File: config.mk
export PLATFORM = sky130hd
export DESIGN_NAME = bus_retry_master
export DESIGN_NICKNAME = d
export VERILOG_FILES = /design/src/rtl/brm_pkg.sv /design/src/rtl/brm_age_window.sv /design/src/rtl/brm_beat_ctr.sv /design/src/rtl/bus_retry_master.sv
export SDC_FILE = /design/constraint.sdc
export NUM_CORES = 1
export LEC_CHECK = 0
export ABC_AREA = 1
export CORE_MARGIN = 2
export CORE_UTILIZATION = 45
export CTS_CLUSTER_DIAMETER = 200
export DETAILED_ROUTE_END_ITERATION = 7
export PLACE_DENSITY = 0.73
export SYNTH_ARGS = -nofsm -noshare
export SYNTH_HDL_FRONTEND = slang
export SYNTH_SLANG_ARGS = --single-unit
File: constraint.sdc
create_clock -name clk -period 1.3 [get_ports clk]
set_input_delay 0.13 -clock clk [delete_from_list [all_inputs] [get_ports clk]]
set_output_delay 0.13 -clock clk [all_outputs]
set_load 0.01 [all_outputs]
File: src/rtl/brm_pkg.sv
package brm_pkg;
  typedef enum logic [2:0] {
    ST_IDLE    = 3'd0,
    ST_REQ     = 3'd1,
    ST_ADDR    = 3'd2,
    ST_DATA    = 3'd3,
    ST_BACKOFF = 3'd4
  } brm_state_e;
endpackage

File: src/rtl/brm_age_window.sv
// Counts cycles since the transfer-start strobe and opens the retry
// sampling window once the ratio-dependent age is reached.
module brm_age_window #(
  parameter int FAST_OPEN = 2,
  parameter int SLOW_OPEN = 3
) (
  input  logic clk,
  input  logic rst_n,
  input  logic load,
  input  logic run,
  input  logic slow_sel,
  output logic open
);
  localparam int AGE_W = $clog2(SLOW_OPEN + 1);
  localparam logic [AGE_W-1:0] AGE_MAX = AGE_W'(SLOW_OPEN);
  localparam logic [AGE_W-1:0] FAST_L  = AGE_W'(FAST_OPEN);

  logic [AGE_W-1:0] age_q, age_d;

  always_comb begin
    age_d = age_q;
    if (load)
      age_d = '0;
    else if (run && (age_q != AGE_MAX))
      age_d = age_q + 1'b1;
  end

  always_ff @(posedge clk or negedge rst_n) begin
    if (!rst_n) age_q <= '0;
    else        age_q <= age_d;
  end

  assign open = slow_sel ? (age_q >= AGE_MAX) : (age_q >= FAST_L);


  win_closed_chk: assert property (@(posedge clk) disable iff (!rst_n)
    load |=> !open);
endmodule

File: src/rtl/brm_beat_ctr.sv
// Counts accepted data beats, delays each by one cycle for forwarding,
// and reports whether the data-phase retry window is still open.
module brm_beat_ctr #(
  parameter int BURST_BEATS = 4
) (
  input  logic clk,
  input  logic rst_n,
  input  logic clr,
  input  logic take,
  input  logic burst,
  output logic win,
  output logic fin,
  output logic pend
);
  localparam int CNT_W = $clog2(BURST_BEATS + 1);
  localparam logic [CNT_W-1:0] LAST_BURST = CNT_W'(BURST_BEATS - 1);
  localparam logic [CNT_W-1:0] ONE        = CNT_W'(1);

  logic [CNT_W-1:0] cnt_q, cnt_d;
  logic             prev_q, prev_d;
  logic             fin_q, fin_d;
  logic             pend_q, pend_d;
  logic [CNT_W-1:0] last_idx;

  assign last_idx = burst ? LAST_BURST : '0;

  always_comb begin
    cnt_d  = cnt_q;
    prev_d = take;
    pend_d = take;
    fin_d  = fin_q | (take && (cnt_q == last_idx));
    if (take) cnt_d = cnt_q + 1'b1;
    if (clr) begin
      cnt_d  = '0;
      prev_d = 1'b0;
      pend_d = 1'b0;
      fin_d  = 1'b0;
    end
  end

  always_ff @(posedge clk or negedge rst_n) begin
    if (!rst_n) begin
      cnt_q  <= '0;
      prev_q <= 1'b0;
      fin_q  <= 1'b0;
      pend_q <= 1'b0;
    end else begin
      cnt_q  <= cnt_d;
      prev_q <= prev_d;
      fin_q  <= fin_d;
      pend_q <= pend_d;
    end
  end

  assign win  = (cnt_q == '0) || ((cnt_q == ONE) && prev_q);
  assign fin  = fin_q;
  assign pend = pend_q;


  beat_bound_chk: assert property (@(posedge clk) disable iff (!rst_n)
    cnt_q <= CNT_W'(BURST_BEATS));

  no_take_after_fin_chk: assert property (@(posedge clk) disable iff (!rst_n)
    fin_q |-> !take);
endmodule

File: src/rtl/bus_retry_master.sv
module bus_retry_master
  import brm_pkg::*;
#(
  parameter int BURST_BEATS = 4,
  parameter int FAST_OPEN   = 2,
  parameter int SLOW_OPEN   = 3
) (
  input  logic clk,
  input  logic rst_n,
  input  logic xfer_pending,
  input  logic xfer_burst,
  input  logic ratio_slow,
  input  logic bus_gnt,
  input  logic addr_ack,
  input  logic retry_in,
  input  logic data_ack,
  output logic bus_req,
  output logic xfer_start,
  output logic beat_valid,
  output logic xfer_done,
  output logic xfer_retried,
  output logic proto_err
);
  brm_state_e state_q, state_d;
  logic ts_q, burst_q, err_q;
  logic granted, addr_win, data_win, fin, pend;
  logic abort_early, abort_data, late_retry, take;

  assign granted     = (state_q == ST_REQ) && bus_gnt;
  assign abort_early = (state_q == ST_ADDR) && retry_in && addr_win;
  assign abort_data  = (state_q == ST_DATA) && retry_in && data_win;
  assign late_retry  = (state_q == ST_DATA) && retry_in && !data_win;
  assign take        = (state_q == ST_DATA) && !fin && data_ack && !abort_data;

  brm_age_window #(.FAST_OPEN(FAST_OPEN), .SLOW_OPEN(SLOW_OPEN)) u_age (
    .clk(clk), .rst_n(rst_n), .load(granted), .run(state_q == ST_ADDR),
    .slow_sel(ratio_slow), .open(addr_win)
  );

  brm_beat_ctr #(.BURST_BEATS(BURST_BEATS)) u_beats (
    .clk(clk), .rst_n(rst_n), .clr(state_q != ST_DATA), .take(take),
    .burst(burst_q), .win(data_win), .fin(fin), .pend(pend)
  );

  always_comb begin
    state_d = state_q;
    unique case (state_q)
      ST_IDLE:    if (xfer_pending) state_d = ST_REQ;
      ST_REQ:     if (bus_gnt) state_d = ST_ADDR;
      ST_ADDR: begin
        if (abort_early)   state_d = ST_BACKOFF;
        else if (addr_ack) state_d = ST_DATA;
      end
      ST_DATA: begin
        if (abort_data) state_d = ST_BACKOFF;
        else if (fin)   state_d = ST_IDLE;
      end
      ST_BACKOFF: state_d = xfer_pending ? ST_REQ : ST_IDLE;
      default:    state_d = ST_IDLE;
    endcase
  end

  always_ff @(posedge clk or negedge rst_n) begin
    if (!rst_n) begin
      state_q <= ST_IDLE;
      ts_q    <= 1'b0;
      burst_q <= 1'b0;
      err_q   <= 1'b0;
    end else begin
      state_q <= state_d;
      ts_q    <= granted;
      if (granted)    burst_q <= xfer_burst;
      if (late_retry) err_q   <= 1'b1;
    end
  end

  assign bus_req      = (state_q == ST_REQ);
  assign xfer_start   = ts_q;
  assign beat_valid   = pend && !abort_data;
  assign xfer_done    = (state_q == ST_DATA) && fin && !abort_data;
  assign xfer_retried = abort_early || abort_data;
  assign proto_err    = err_q;


  start_pulse_chk: assert property (@(posedge clk) disable iff (!rst_n)
    xfer_start |=> !xfer_start);

  backoff_chk: assert property (@(posedge clk) disable iff (!rst_n)
    xfer_retried |=> !bus_req);

  sticky_err_chk: assert property (@(posedge clk) disable iff (!rst_n)
    proto_err |=> proto_err);

  done_vs_retry_chk: assert property (@(posedge clk) disable iff (!rst_n)
    !(xfer_done && xfer_retried));

  aack_pulse_chk: assert property (@(posedge clk) disable iff (!rst_n)
    addr_ack |=> !addr_ack);
endmodule

Word-level counts from Yosys, hierarchy flattened. Index checks and enable logic that the tools add are counted.

Add/subtract/negate cells: 2. $lt $le $gt $ge: 2. Equality and inequality tests: 12. Muxes and demuxes: 16. Bitwise gates (word level): 1. Reductions and logical operators: 25.

Operator list (number): $mux W3 (8); $logic_and A1 B1 Y1 (15); $pmux W3 S5 (1); $eq A3 B1 Y1 const B (2); $eq A3 B2 Y1 const B (2); $logic_not A3 Y1 (2); $mux W2 (3); $ne A2 B2 Y1 const B (3); $ne A3 B2 Y1 const B (2); $ge A2 B2 Y1 const B (2); $mux W1 (4); $reduce_and A4 Y1 (1); $reduce_bool A2 Y1 (2); $add A3 B1 Y3 const B (1); $eq A3 B3 Y1 (1); $eq A3 B3 Y1 const B (1); $logic_not A1 Y1 (3); $ne A3 B3 Y1 const B (1); $add A2 B1 Y2 const B (1); $logic_or A1 B1 Y1 (2); $or A1 B1 Y1 (1).

Flip-flop bits (word level): 13. Bits of input ports: 9. Output and inout bits: 6. Logic and storage cells: 66.

Longest topological paths before layout. Gate-level depths: netlist of the first run.

Word-level depth: 9. Depth in mapped cells: 9. Mapped depth without buffers: 9.

Modules after synthesis. Synthesis of the first run repeated with hierarchy kept, for this count alone.

Cells, all modules: 108. Area, all modules: 834.6 µm².

Modules (own cells, without submodules): bus_retry_master (instances 1, cells each 56, area an instance 417.9 µm², seq. area each 150.1 µm²); brm_beat_ctr (instances 1, cells each 32, area an instance 272.8 µm², seq. area each 125.1 µm²); brm_age_window (instances 1, cells each 20, area an instance 143.9 µm², seq. area each 50.0 µm²).

Worst setup path after synthesis of the first run. No wires, ideal clock.

Kind: register to output. From: reg u_beats.cnt_q[0]. To: out xfer_done. Arrival time: 1214 ps. Data required time: 1170 ps. Slack: -44 ps. Stages on the path, launching flop included: 8. Cell sequence: dfrtp_1 -> inv_1 -> ha_1 -> nand2_1 -> nand2_1 -> nand2_4 -> inv_1 -> nor3_1.

Cells in the longest elaborated chain, start to end: 6. Elaborated cells between the ends (all ways): 7. Classes of those cells: 1 x eq/ne; 6 x reduce/logical.

Ends and longest elaborated chain: from (decl) (line brm_beat_ctr.sv:19) `logic [CNT_W-1:0] cnt_q, cnt_d;`; from (signal assigned) (line brm_beat_ctr.sv:48) `cnt_q <= cnt_d;`; $eq A3 B1 Y1 (line brm_beat_ctr.sv:55) `assign win = (cnt_q == '0) || ((cnt_q == ONE) && prev_q);`; $logic_and A1 B1 Y1 (line brm_beat_ctr.sv:55); $logic_or A1 B1 Y1 (*) (line brm_beat_ctr.sv:55); $logic_and A1 B1 Y1 (*) (line bus_retry_master.sv:31) `assign abort_data = (state_q == ST_DATA) && retry_in && data_win;`; $logic_not A1 Y1 (*) (line bus_retry_master.sv:80) `assign xfer_done = (state_q == ST_DATA) && fin && !abort_data;`; $logic_and A1 B1 Y1 (*) (line bus_retry_master.sv:80); to (decl) (line bus_retry_master.sv:20) `output logic xfer_done,`.

Every way passes the cells marked *; elsewhere a longest branch is shown, timed or not.

Final worst setup path of the first run. Ends and elaborated chain as after synthesis.

==> out/metrics.yaml, run 1 <==
setup_slack_ns: -0.2119
max-slew-margin-rel_pct: 82.10
peakVddDrop_mv: 1.269
rsz0062_at_grt: "yes"
cap_violations: 0
ys_seq_elements: 13
grt_pass1_wl_um: 3312
post_dp_cell_area_mm2: 0.001135
r2r_slack_ns: -0.21
gp_congestion: 0.8043
wl_per_cell_um: 11.78
viasPerCell: 4.638
r2r_cells: 8
worstPathCellList: "inv_2 -> ha_2 -> nand2_2 -> nand2_2 -> nand2_4 -> inv_2 -> nor3_2 -> buf_2"
io_buffers: 14
endpoint_kind: "output pin"
antennaDiodeCount: 0
setup_viol: 10
synth_nets: 115
status: "finished, violations left"
finalCritPeriodShare_pct: 116.3
netlist_area_um2: 800.8
cts_tree: "yes"
worstReg2RegEnd: "proto_err"
tightest_slew_ns: 0.2670
startpoint_type: "flop"
grt.total_usage_pct: 22.07
fin_util_pct: 75.53
r2r-start: "u_beats.cnt_q[0]"
fin_nets: 164
cts-root-buf: "clkbuf_4"
core_mm2: 0.001708
critPathMaxFanout: 3
die-area_mm2: 0.002133
fp.dieW_um: 46.19
power_density_mw_per_mm2: 1583
endpoint: "xfer_done"
drt-initial-drc-count: 11
synth.avg_cell_area_um2: 7.928
num_vias: 807
drc_errors: 0
cts.hold.buffers_added: 0
totalWireLength_um: 2049
clock.fmax_ghz: 0.6614
max_stage_delay_ns: 0.40
cts.sinks: 13
clk_pin_slew_worst_paths_ns: 0.09
design_area_mm2: 0.001290
ys_seq_area_share_pct: 40.63
syn-instance-count: 101
final.setup_skew_ns: 0.005837
clock_path_buffers: 2
ant_nets: 0
area_delta_synth_final_pct: 61.09
synth_cell_types: 23
drtPass1Iterations: 4
grt_overflow: 0
p_leak_nw: 0.6765
critical-path-slowest-cell: "dfrtp_1"
grt_start_max_net_pins: 14
ios: 15
grt_antenna_before_repair: 0
final.setup.tns_ns: -1.258
grt_pass1_vias: 771
numCtsBuffers: 3
dieHeight_um: 46.19
start_util_pct: 46.89
ys_warn_count: 0
dpl.hpwl_um: 1396
final-max-slew-violation-count: 0
violations: "negative setup slack"
htreeDepth: 1
hold_viol: 0
rows: 15
worstPathRequired_ns: 1.17
hp-class: "primary input to async pin"
min_period_ns: 1.512
clk_latency_ns: 0.29
layout-drive-gt1-share_pct: 46.98
crit_type: "flop to output pin"
cp_data_arrival_time_ns: 1.38
nFillCells: 121
worst_setup_path_startpoint: "u_beats.cnt_q[0]"
## worst min path at each step
| stage | startpoint | end | cells past startpoint |
|---|---|---|---|
| after CTS | rst_n | u_age.age_q[1] | 2 |
| after global routing | rst_n | u_beats.cnt_q[2] | 2 |
| after floorplan | rst_n | burst_q | 0 |
| final | rst_n | u_age.age_q[1] | 2 |
| after detailed placement | rst_n | xfer_start | 2 |
| after global placement | rst_n | xfer_start | 2 |
## power breakdown
| part | switching [W] | internal, W | total, W | leakage [nW] |
|---|---|---|---|---|
| combinational | 0.000632 | 0.000538 | 0.00117 | 0.490 |
| clock | 0.000147 | 0.000120 | 0.000267 | 0.0150 |
| sequential | 0.0000860 | 0.000520 | 0.000606 | 0.171 |
| total | 0.000865 | 0.00118 | 0.00204 | 0.677 |
## sequential cells by signal, indices dropped and copies added (netlist names)
signal and flops:
u_beats.prev_q 1, proto_err 1, state_q 3, u_beats.fin 1
xfer_start 1, burst_q 1, u_beats.cnt_q 3, u_age.age_q 2
## cell type report
class	instances	area, um2	share of cell area [%]
Clock buffer	4	26.28	2.037
Inverter	22	82.58	6.402
Multi-Input combinational cell	66	473.0	36.66
Sequential cell	13	326.6	25.32
Tap cell	25	31.28	2.425
Timing Repair Buffer	44	350.3	27.16
## cell families after synthesis
| logic type | count (synthesis) | synth area share (%) |
|---|---|---|
| and+or+nand+nor | 46 | 30.31 |
| AOI/OAI and AO/OA | 14 | 9.844 |
| xor gates and xnor gates | 1 | 1.094 |
| DFF | 13 | 40.62 |
| buffers and inverters | 22 | 10.31 |
| adders and majority gates | 5 | 7.813 |
## stage by stage
stage / hold WS [ns] / power [W] / setup slack [ns] / cells
after floorplan: -0.1656 / 0.001160 / 0.04177 / 101
after global placement: 0.4504 / 0.001584 / -0.3800 / 161
after detailed placement: 0.4506 / 0.001628 / -0.3801 / 161
after CTS: 0.1440 / 0.001974 / -0.2034 / 174
after global routing: 0.1380 / 0.002206 / -0.2901 / 174
final: 0.1331 / 0.002043 / -0.2119 / 174
## metal layers
metal / routed length [um] / up-vias / share of wire [%] / global-route usage, %
li1: - / 414 / - / -
met1: 908 / 375 / 44 / 27.18
met2: 1047 / 16 / 51 / 36.39
met3: 68 / 2 / 3.3 / 5.882
met4: 25 / 0 / 1.2 / 8.571
met5: 0 / - / 0 / 0
## cells in the final DEF (no fill, tap or decap), types with 2 or more instances in the layout
| master | netlist | routed |
|---|---|---|
| clkbuf_4 | 0 | 3 |
| dfrtp_1 | 13 | 12 |
| buf_4 | 0 | 29 |
| inv_2 | 0 | 7 |
| inv_1 | 22 | 15 |
| nand2_1 | 21 | 18 |
| nand3_4 | 1 | 3 |
| clkdlybuf4s50_1 | 0 | 8 |
| nor3_2 | 1 | 2 |
| o21ai_2 | 1 | 3 |
| a21oi_1 | 4 | 4 |
| nand2_2 | 2 | 4 |
| nand4_1 | 3 | 3 |
| nor2_1 | 5 | 4 |
| o21ai_0 | 6 | 4 |
| nand3_1 | 7 | 2 |
| nand3_2 | 1 | 4 |
| ha_1 | 5 | 2 |
| ha_2 | 0 | 3 |
| buf_2 | 0 | 4 |
| nand2_4 | 1 | 2 |
| nor2_4 | 1 | 2 |
## worst max-delay path, delay by kind of cell, from the launching register on
kind          cells  cell delay (ns)
flops             1             0.40
simple gates      4             0.30
buf+inv           3             0.23
fa+ha+maj         1             0.18
## cell usage after synthesis (all sizes together)
cell / count / area, um2
nand3b: 1 / 7.510
nand2: 24 / 102.6
nand4: 3 / 18.77
o22ai: 1 / 6.260
inv: 22 / 82.58
a21oi: 4 / 20.02
nor2: 7 / 36.29
a31o: 1 / 8.760
dfrtp: 13 / 325.3
xnor2: 1 / 8.760
nand3: 9 / 62.56
ha: 5 / 62.56
nor3: 2 / 15.01
o21ai: 8 / 43.79
## timing repair
action                     CTS  global route
buffers inserted            10             1
setup endpoints to repair   15            15
pin swaps                    3             2
cloned                       0             0
resized for setup           38             9
No activity file was read; power rests on OpenSTA's default activity.
==> run 2, diff against run 1 <==
--- a/config.mk
+++ b/config.mk
@@ -6,11 +6,13 @@
 export NUM_CORES = 1
 export LEC_CHECK = 0
 export ABC_AREA = 1
+export CORE_ASPECT_RATIO = 1.25
 export CORE_MARGIN = 2
 export CORE_UTILIZATION = 45
 export CTS_CLUSTER_DIAMETER = 200
 export DETAILED_ROUTE_END_ITERATION = 7
 export PLACE_DENSITY = 0.73
+export SETUP_SLACK_MARGIN = 0.02
 export SYNTH_ARGS = -nofsm -noshare
 export SYNTH_HDL_FRONTEND = slang
 export SYNTH_SLANG_ARGS = --single-unit
==> run 2 against run 1 <==
The flow still finishes with violations (negative setup slack). Largest power group unchanged. Core utilization up 5.0 points. Largest cell class unchanged. Combinational power is 15% higher. Highest routed layer unchanged. Hold slack better by 0.016 ns. Critical path type unchanged. Design area rose by 7.6%. Power increased by 8.5%. Sequential cell count is the same. Sequential power increased by 0.8%. Via count is 7.1% higher.
==> out/metrics.yaml, run 2 (synthesis results as in run 1) <==
max_stage_delay_ns: 0.39  # about the same
critical-path-slowest-cell: "dfrtp_1"
grt_start_max_net_pins: 14  # unchanged
cts.sinks: 13  # unchanged
startpoint_type: "flop"
finalCritPeriodShare_pct: 120.9  # +4.6 points
drt-initial-drc-count: 14  # +3
stdcell_count: 168  # -3.4%
rows: 17  # +2
grt_antenna_before_repair: 0  # unchanged
grt_pass1_vias: 842  # +9.2%
cts_tree: "yes"
grt_pass1_wl_um: 3381  # +2.1%
setup_slack_ns: -0.2716  # -0.05969 ns
endpoint_kind: "output pin"
hold_viol: 0  # unchanged
grt.total_usage_pct: 21.20  # -0.87 points
r2r_slack_ns: -0.25  # -0.04 ns
antennaDiodeCount: 0  # unchanged
clk_pin_slew_worst_paths_ns: 0.08  # about the same
status: "finished, violations left"
fin_nets: 164  # unchanged
max-slew-margin-rel_pct: 82.23  # +0.13 points
grt_overflow: 0  # unchanged
drtPass1Iterations: 4  # unchanged
fin_util_pct: 80.54  # +5.0 points
dieHeight_um: 51.17  # +11%
final_common_cell: "buf_4"
layout-drive-gt1-share_pct: 51.01  # +4.0 points
design_area_mm2: 0.001388  # +7.6%
final_cell_mix: "buf_4 (25), nand2_1 (16), inv_1 (12), dfrtp_1 (12), inv_2 (9)"
post_dp_cell_area_mm2: 0.001135  # unchanged
dpl.hpwl_um: 1366  # -2.1%
rsz0062_at_grt: "yes"
clock.fmax_ghz: 0.6363  # -3.8%
area_delta_synth_final_pct: 73.28
violations: "negative setup slack"
viasPerCell: 5.143  # +11%
drc_errors: 0  # unchanged
reg.largest.list: "state_q (3), u_beats.cnt_q (3), u_age.age_q (2)"
path_buf_inv: 3  # unchanged
start_util_pct: 46.48  # -0.41 points
final-max-slew-violation-count: 0  # unchanged
dp.cells: 156  # -3.1%
fp.dieW_um: 41.73  # -9.6%
ios: 15  # unchanged
numCtsBuffers: 3  # unchanged
clk_latency_ns: 0.28  # about the same
totalWireLength_um: 2452  # +20%
p_leak_nw: 0.6815  # +0.74%
worstPathRequired_ns: 1.17  # about the same
die-area_mm2: 0.002135  # about the same
min_period_ns: 1.572  # +0.05969 ns
clock_path_buffers: 2  # unchanged
cap_violations: 0  # unchanged
wl_per_cell_um: 14.60  # +24%
ant_nets: 0  # unchanged
setup_viol: 11  # +1
htreeDepth: 1  # unchanged
peakVddDrop_mv: 1.006  # -21%
crit_type: "flop to output pin"
cp_top_family: "flip-flops"
cts-root-buf: "clkbuf_4"
num_vias: 864  # +7.1%
io_buffers: 14  # unchanged
final.setup_skew_ns: 0.001713  # -0.004124 ns
hp-class: "primary input to async pin"
power_density_mw_per_mm2: 1597  # +0.88%
critPathMaxFanout: 3  # unchanged
gp_congestion: 0.8318  # +3.4%
core_mm2: 0.001723  # +0.88%
tightest_slew_ns: 0.2656  # -0.001353 ns
cp_data_arrival_time_ns: 1.44  # +0.06 ns
worstPathCellList: "inv_2 -> ha_4 -> nand3_4 -> nand2_4 -> nand2_4 -> inv_2 -> nor2_2 -> buf_2"
## run 2: changes by cell type in the layout (fill, tap and decap cells not counted), sizes merged
cell	delta
dlygate4sd2	+1
dlymetal6s2s	-1
## run 2: worst register-to-register path: stages (launching register included)
cell     delay [ns]
dfrtp_1        0.39
inv_2          0.12
ha_4           0.16
nand3_4        0.10
nand2_4        0.09
nand2_4        0.05
buf_4          0.13
buf_6          0.13
nand3_4        0.08
nand3_2        0.07
nand2_1        0.07
nand2_1        0.05
## run 2: power by group
part	switching, W	total [W]	internal (W)	leakage (nW)
clock network	0.000145	0.000264	0.000119	0.0150
registers	0.0000906	0.000611	0.000520	0.171
logic	0.000713	0.00134	0.000629	0.495
## run 2: layer usage
layer  vias up  wire length (um)  GRT usage (%)
li1        427                 -              -
met1       412               931          22.82
met2        19              1422          38.02
met3         6                53          4.594
met4         0                44          11.83
met5         -                 0              0
## run 2: area by class of cell
type	count	area [um2]
Clock buffer	4	26.28
Timing Repair Buffer	44	367.9
Multi-Input combinational cell	66	558.0
Inverter	22	85.08
Tap cell	19	23.77
Fill cell	104	335.3
Sequential cell	13	326.6
## run 2: final timing paths
check	startpoint	to	cells past startpoint
worst max register to register	u_beats.cnt_q[1]	state_q[0]	11
min in group clk	xfer_burst	burst_q	3
worst min register to register	proto_err	proto_err	1
max in group asynchronous	rst_n	state_q[0]	2
worst min-delay path	rst_n	u_beats.cnt_q[2]	2
worst max-delay path	u_beats.cnt_q[1]	beat_valid	8
## run 2: metrics by stage
stage,setup WS [ns],total power [W],hold slack (ns),TNS (ns)
2_1_floorplan,0.04177,0.001160,-0.1656,0
5_1_grt,-0.3354,0.002378,0.1593,-2.978
3_5_place_dp,-0.4231,0.001621,0.4549,-2.220
3_3_place_gp,-0.3631,0.001593,0.4533,-1.872
6_report,-0.2716,0.002216,0.1493,-2.324
4_1_cts,-0.2379,0.001955,0.1485,-1.299
## run 2: what timing repair did
action	CTS	global route
setup buffers	7	2
hold buffers	0	0
endpoints found under the setup margin	16	15
gates resized for setup	36	33
pin swaps	7	9
==> run 3, diff against run 2 <==
--- a/config.mk
+++ b/config.mk
@@ -6,13 +6,15 @@
 export NUM_CORES = 1
 export LEC_CHECK = 0
 export ABC_AREA = 1
-export CORE_ASPECT_RATIO = 1.25
 export CORE_MARGIN = 2
-export CORE_UTILIZATION = 45
+export CORE_UTILIZATION = 54
 export CTS_CLUSTER_DIAMETER = 200
 export DETAILED_ROUTE_END_ITERATION = 7
-export PLACE_DENSITY = 0.73
+export DONT_BUFFER_PORTS = 1
+export GPL_TIMING_DRIVEN = 0
+export PLACE_DENSITY = 0.72
 export SETUP_SLACK_MARGIN = 0.02
+export SKIP_LAST_GASP = 1
 export SYNTH_ARGS = -nofsm -noshare
 export SYNTH_HDL_FRONTEND = slang
 export SYNTH_SLANG_ARGS = --single-unit
==> run 3 against run 2 <==
The run still ends with negative setup slack left. Core utilization grew 2.5 points. Die area shrank 15%. Wire length shrank 24%. Via count shrank 16%. Largest cell class unchanged.
==> out/metrics.yaml, run 3 (synthesis results as in run 1) <==
worstPathRequired_ns: 1.17  # about the same
layout-drive-gt1-share_pct: 42.15  # -8.9 points
final_common_cell: "inv_1"
rows: 13  # -4
clock_path_buffers: 2  # unchanged
status: "finished, violations left"
ios: 15  # unchanged
ant_nets: 0  # unchanged
dpl.hpwl_um: 1194  # -13%
critical-path-slowest-cell: "dfrtp_1"
area_delta_synth_final_pct: 40.00
final-max-slew-violation-count: 0  # unchanged
final.setup_skew_ns: 0.003873  # +0.002160 ns
numCtsBuffers: 3  # unchanged
worstPathCellList: "inv_2 -> ha_4 -> nand3_2 -> nand2_4 -> nand2_4 -> buf_6 -> nand2_4"
p_leak_nw: 0.5453  # -20%
wl_per_cell_um: 13.64  # -6.5%
startpoint_type: "flop"
critPathMaxFanout: 5  # +2
grt_start_max_net_pins: 14  # unchanged
grt_use_met1_pct: 26.29  # +3.5 points
fp.dieW_um: 42.51  # +1.9%
core_mm2: 0.001350  # -22%
drt-initial-drc-count: 17  # +3
hold_viol: 0  # unchanged
whs_ns: 0.1209  # -0.02845 ns
violations: "negative setup slack"
nFillCells: 81  # -22%
peakVddDrop_mv: 1.284  # +28%
cpMostUsedCell: "nand2_4"
finalCritPeriodShare_pct: 116.1  # -4.8 points
cts-root-buf: "clkbuf_4"
cap_violations: 0  # unchanged
viasPerCell: 5.316  # +3.4%
totalWireLength_um: 1855  # -24%
start_util_pct: 59.31  # +13 points
crit_type: "flop to output pin"
grt_antenna_before_repair: 0  # unchanged
dieHeight_um: 42.51  # -17%
grtUsageMet3_pct: 4.741  # +0.15 points
fin_nets: 136  # -17%
clock.fmax_ghz: 0.6627  # +4.2%
hp-class: "primary input to flop"
reg.largest.list: "state_q (3), u_beats.cnt_q (3), u_age.age_q (2)"
setup_viol: 9  # -2
max-slew-margin-rel_pct: 59.45  # -23 points
cp_data_arrival_time_ns: 1.38  # -0.06 ns
min_period_ns: 1.509  # -0.06268 ns
htreeDepth: 1  # unchanged
drc_errors: 0  # unchanged
busiest_layer: "met2"
rsz0062_at_grt: "yes"
gp_congestion: 0.7524  # -9.5%
grt_pass1_vias: 683  # -19%
grt.total_usage_pct: 21.06  # -0.14 points
clk_pin_slew_worst_paths_ns: 0.09  # about the same
grt_pass1_wl_um: 2904  # -14%
final_cell_mix: "inv_1 (17), nand2_1 (16), dfrtp_1 (12)"
max_stage_delay_ns: 0.40  # about the same
num_vias: 723  # -16%
antennaDiodeCount: 0  # unchanged
setup_slack_ns: -0.2089  # +0.06268 ns
final.setup.tns_ns: -1.136  # +1.189 ns
drtPass1Iterations: 4  # unchanged
cts.sinks: 13  # unchanged
power_density_mw_per_mm2: 1578  # -1.2%
clk_latency_ns: 0.27  # about the same
grt_overflow: 0  # unchanged
io_buffers: 0  # -14
tightest_slew_ns: 0.6062  # +0.3406 ns
cts_tree: "yes"
endpoint_kind: "output pin"
die-area_mm2: 0.001807  # -15%
use_met2_pct: 37.23  # -0.79 points
## run 3: cell types whose count changed in the layout (fill, tap and decap cells not counted), moves of 4 or more
| cell | delta |
|---|---|
| buf_4 | -14 |
| buf_6 | -4 |
| clkdlybuf4s50_1 | -8 |
| inv_1 | +5 |
| inv_2 | -6 |
## run 3: cell type report
| type | instances | area, um2 | share of cell area (%) |
|---|---|---|---|
| timing repair buffer | 16 | 135.1 | 12.05 |
| clock buffer | 3 | 22.52 | 2.009 |
| clock inverter | 1 | 5.005 | 0.4464 |
| sequential | 13 | 326.6 | 29.13 |
| tap | 15 | 18.77 | 1.674 |
| multi-input combinational | 66 | 525.5 | 46.87 |
| inverter | 22 | 87.58 | 7.812 |
## run 3: per-layer routing
metal  wire, um  part of all wire, %
met5          0                    0
met4          0                    0
met2        929                   50
met1        826                   45
met3         98                  5.3
## run 3: worst max-delay path: cells and delay by family (launching register included)
kind	cells	cell delay (ns)
fa+ha+maj	1	0.14
buf+inv	2	0.26
simple gates	4	0.30
flops	1	0.40
## run 3: final timing paths
path	startpoint	end	slack, ns	cells after the start
setup / recovery	u_beats.cnt_q[1]	xfer_retried	-0.21	7
hold / removal	data_ack	u_beats.prev_q	0.12	4
setup reg to reg	u_beats.cnt_q[1]	state_q[0]	-0.11	10
hold reg to reg	burst_q	burst_q	0.51	2
max in group asynchronous	rst_n	state_q[0]	0.57	1
min in group asynchronous	rst_n	u_beats.cnt_q[2]	0.30	1
## run 3: what timing repair did
action | CTS | global route
gates cloned | 0 | 0
endpoints found under the setup margin | 12 | 13
hold buffers | 3 | 0
gates resized for setup | 20 | 19
pin swaps | 5 | 9
hold endpoints to repair | 15 | 0
setup buffers | 12 | 2
## run 3: where the power goes
part | internal, W | switching [W] | total [W]
sequential | 0.000520 | 0.000118 | 0.000639
combinational | 0.000327 | 0.000545 | 0.000872
clock | 0.000114 | 0.000144 | 0.000258
total | 0.000961 | 0.000807 | 0.00177
## run 3: metrics by stage
stage	std cells	util (%)	total power [W]	cell area [um2]	worst slack (ns)
finish	136	83.04	0.001769	1121	-0.2089
global route	136	83.04	0.001901	1121	-0.2747
CTS	134	76.27	0.001631	1030	-0.2197
detailed placement	116	61.08	0.001280	824.5	-0.1166
global placement	116	61.08	0.001259	824.5	-0.06419
floorplan	101	-	0.001160	805.8	0.04177
